### src/rtl/dp_contention_arb.sv
module dp_contention_arb #(
  parameter int AW = 11
) (
  input  logic          clk,
  input  logic          rst_n,
  input  logic          lft_en_n,
  input  logic [AW-1:0] lft_addr,
  input  logic          lft_wr_in,
  input  logic          rgt_en_n,
  input  logic [AW-1:0] rgt_addr,
  input  logic          rgt_wr_in,
  output logic          lft_busy_n,
  output logic          rgt_busy_n,
  output logic          lft_wr_out,
  output logic          rgt_wr_out,
  output logic          clash_irq
);

  typedef enum logic [1:0] {OWN_NONE = 2'd0, OWN_LFT = 2'd1, OWN_RGT = 2'd2} own_e;

  own_e          owner_q, owner_d, pick;
  logic          lft_on_q, rgt_on_q;
  logic [AW-1:0] lft_addr_q, rgt_addr_q;
  logic          match, lft_settled, rgt_settled;

  assign match       = !lft_en_n && !rgt_en_n && (lft_addr == rgt_addr);
  assign lft_settled = lft_on_q && (lft_addr_q == lft_addr);
  assign rgt_settled = rgt_on_q && (rgt_addr_q == rgt_addr);

  always_comb begin
    pick = (rgt_settled && !lft_settled) ? OWN_RGT : OWN_LFT;
    if (!match)                 owner_d = OWN_NONE;
    else if (owner_q != OWN_NONE) owner_d = owner_q;
    else                        owner_d = pick;
  end

  assign lft_busy_n = (owner_d != OWN_RGT);
  assign rgt_busy_n = (owner_d != OWN_LFT);
  assign lft_wr_out = lft_wr_in && lft_busy_n;
  assign rgt_wr_out = rgt_wr_in && rgt_busy_n;

  always_ff @(posedge clk or negedge rst_n) begin
    if (!rst_n) begin
      owner_q    <= OWN_NONE;
      lft_on_q   <= 1'b0;
      rgt_on_q   <= 1'b0;
      lft_addr_q <= '0;
      rgt_addr_q <= '0;
      clash_irq  <= 1'b0;
    end else begin
      owner_q    <= owner_d;
      lft_on_q   <= !lft_en_n;
      rgt_on_q   <= !rgt_en_n;
      lft_addr_q <= lft_addr;
      rgt_addr_q <= rgt_addr;
      clash_irq  <= (owner_d != OWN_NONE);
    end
  end

endmodule


### config.mk
export PLATFORM = sky130hd
export DESIGN_NAME = dp_contention_arb
export DESIGN_NICKNAME = d
export VERILOG_FILES = /design/src/rtl/dp_contention_arb.sv
export SDC_FILE = /design/constraint.sdc
export NUM_CORES = 1
export LEC_CHECK = 0
export ABC_AREA = 1
export BUFFER_PORTS_ARGS = -buffer_cell sky130_fd_sc_hd__buf_4
export CELL_PAD_IN_SITES_DETAIL_PLACEMENT = 2
export CELL_PAD_IN_SITES_GLOBAL_PLACEMENT = 2
export CORE_UTILIZATION = 27
export DETAILED_ROUTE_END_ITERATION = 6
export GPL_TIMING_DRIVEN = 0
export PLACE_DENSITY = 0.74
export SKIP_CTS_REPAIR_TIMING = 1
export SLEW_MARGIN = 10
export SYNTH_ARGS = -nofsm -noshare
export SYNTH_HDL_FRONTEND = slang
export SYNTH_SLANG_ARGS = --single-unit
### constraint.sdc
create_clock -name clk -period 1.3 [get_ports clk]
set_input_delay 0.26 -clock clk [delete_from_list [all_inputs] [get_ports clk]]
set_output_delay 0.26 -clock clk [all_outputs]
set_load 0.005 [all_outputs]
==> flow_summary_export.csv <==
group,metric,value,unit
sta,slew_headroom,75.2,%
worst_setup_path,arrival,1.68,ns
clocking,cts_buffers,3,
floorplanning,die_w,73.3,um
worst_setup_path,r2r_slack,-0.04,ns
global_routing,grt-ovfl-total,0,
clocking,cts_max_level,1,
synth,async_flop_share,100,%
sta,drv_slew,0,
run,cap_violations,0,
final_layout,ff_latch_area,676,um^2
run_status,violations,"setup timing",
placement,place_inst,268,
floorplanning,coreArea,0.00482,mm^2
worst_setup_path,worst_setup_path_start_kind,"flop",
sta,setup_violations,6,
clocking,clk_latency,0.28,ns
final_layout,final_cell_area,0.00185,mm^2
clocking,cts_tree,"yes",
synth,syn_area,0.00137,mm^2
routing,vias,1183,
global_routing,grt_pass1_vias,1369,
routing,dr.first_iter.drc_count,17,
floorplanning,initial_core_util,28.5,%
final_layout,layout-area-overhead-vs-synth,34.3,%
synth,synth_cell_types,21,
sta,tns,-2.38,ns
placement,placed_area,0.00170,mm^2
floorplanning,die_y,73.3,um
sta,hold_viol,0,
sta,rsz0062_at_grt,"true",
worst_hold_path,hold_class,"in2reg",
worst_setup_path,path_max_fanout,2,
synth,ys_ff_latch,27,
clocking,clock-sinks,27,
final_layout,multi_input_area,611,um^2
global_routing,antenna_found_initial,0,
final_layout,fin_cells,273,
placement,gp_congestion,0.763,
final_layout,layout.nets,235,
final_layout,drive_gt1_share,30.6,%
clocking,root_buffer,"clkbuf_8",
routing,drc_errors,0,
routing,wl_per_cell,13.8,um
routing,finalWirelength,3770,um
final_layout,fillCellCount,568,
power_and_ir_drop,pwr_density_cell,931,mW/mm^2
floorplanning,rows,25,
power_and_ir_drop,vdd_drop_max,0.373,mV
worst_setup_path,path_class,"reg2out",
synth,synth_cells,169,
global_routing,grtUsageTotal,15.0,%
synth,dominantRegCellSynth,"dfrtp_1",
power_and_ir_drop,cellLeakagePower,0.992,nW
synth,synth_nets,197,
routing,drt-pass1-iter-count,4,
placement,io_buffers,32,
placement,place_hpwl,2860,um
sta,fin_crit_sh,149,%
sta,min_period,1.94,ns
sta,max_clock_freq,516,MHz
floorplanning,ioPinCount,33,
routing,via_per_inst,4.33,
routing,ant_nets,0,
synth,synth_seq_area_share,49.2,%
clocking,clk_path_buf_depth,2,
synth,synth-edff-count,0,
worst_setup_path,end_kind,"output port",
global_routing,grt_max_degree,28,
sta,finClkSkew,0.00983,ns
run_status,status,"finished, violations left",
worst_setup_path,cp.required,1.04,ns
sta,worst_slack,-0.639,ns
synth,synth.avg_cell_area,8.13,um^2
final_layout,antenna_cells,0,
placement,dp_worst_setup_slack,-0.454,ns
clocking,clkSlewWorstSetupHoldPaths,0.11,ns
sta,worst_slew_pin_slew,0.371,ns
global_routing,grt_pass1_wl,6110,um
floorplanning,die-area,0.00538,mm^2
synth,ys_warn_count,0,
[flip-flops by register name, summed over array words and instances (netlist names)]
signal	count
rgt_on_q	1
lft_on_q	1
clash_irq	1
rgt_addr_q	11
lft_addr_q	11
owner_q	2
[area by class of cell]
| type | instances | share of cell area (%) |
|---|---|---|
| Sequential cell | 27 | 36.6 |
| Multi-Input combinational cell | 97 | 33.1 |
| Timing Repair Buffer | 33 | 14.0 |
| Inverter | 45 | 9.15 |
| Tap cell | 67 | 4.54 |
| Clock buffer | 3 | 2.24 |
| Clock inverter | 1 | 0.407 |
[synthesized netlist by cell type, drive strengths merged (2+ instances only)]
master  number  area share, %
dfrtp       27             49
nor3         2            1.9
xnor2        8            5.6
nand4        4            1.8
nand2       54             15
o211ai       2            2.5
nand3        6            2.5
nor2        10            3.3
o21ai        4            2.0
xor2         2            1.3
inv         45             12
a21boi       3            1.6
[per-stage QoR]
stage	power, W	utilization (%)	hold WS, ns
global placement	0.00119	35.2	0.202
finish	0.00172	38.3	0.0926
floorplan	0.00104	-	-0.0356
detailed placement	0.00120	35.2	0.210
CTS	0.00172	36.3	-0.107
global route	0.00182	38.3	0.0771
[final timing paths]
path,start,endpoint,depth (start not counted)
worst max-delay path,rgt_addr_q[2]$_DFF_PN0_,rgt_wr_out,8
worst min-delay path,rgt_addr[3],rgt_addr_q[3]$_DFF_PN0_,1
worst max register to register,lft_addr_q[6]$_DFF_PN0_,owner_q[1]$_DFF_PN0_,7
worst min register to register,owner_q[1]$_DFF_PN0_,owner_q[1]$_DFF_PN0_,1
max in group asynchronous,rst_n,owner_q[1]$_DFF_PN0_,2
min in group asynchronous,rst_n,lft_addr_q[4]$_DFF_PN0_,2
[where the power goes]
group          internal [W]  switching (W)  leakage [nW]  total [W]
Sequential         0.000877      0.0000197         0.322   0.000897
Combinational      0.000137       0.000175         0.649   0.000312
Clock              0.000218       0.000291        0.0217   0.000509
Total               0.00123       0.000486         0.992    0.00172
[cells by family after synthesis]
kind of cell,after synthesis,share of synthesized area (%)
buf+inv,45,12.3
simple gates,76,24.3
compound gates,11,7.29
xor+xnor,10,6.92
flops,27,49.2
[worst max-delay path, cell delays in order (launching register included)]
cell and delay (ns):
dfrtp_1 0.39, xnor2_1 0.17, nand4_1 0.20, nor2_4 0.17, nand2_4 0.07, o211ai_2 0.17, nand2_1 0.09, inv_2 0.06
buf_6 0.08
[metal layers]
layer	global-route usage [%]	vias to the layer above	part of all wire, %
li1	-	570	-
met1	16.9	583	39
met2	29.5	24	56
met3	2.06	6	2.6
met4	3.21	0	1.8
met5	0	-	0
[layout by cell type, fill, tap and decap left out, drive strengths merged]
cell / count
buf: 32
dfrtp: 27
xnor2: 8
nor3: 2
nor2: 10
nand4: 4
clkbuf: 3
nand2: 54
nand3: 6
a21boi: 3
o211a: 1
o211ai: 2
o21ai: 4
inv: 45
o22ai: 1
xor2: 2
clkinvlp: 1
dlygate4sd3: 1
Power figures use the tool's default switching activity.
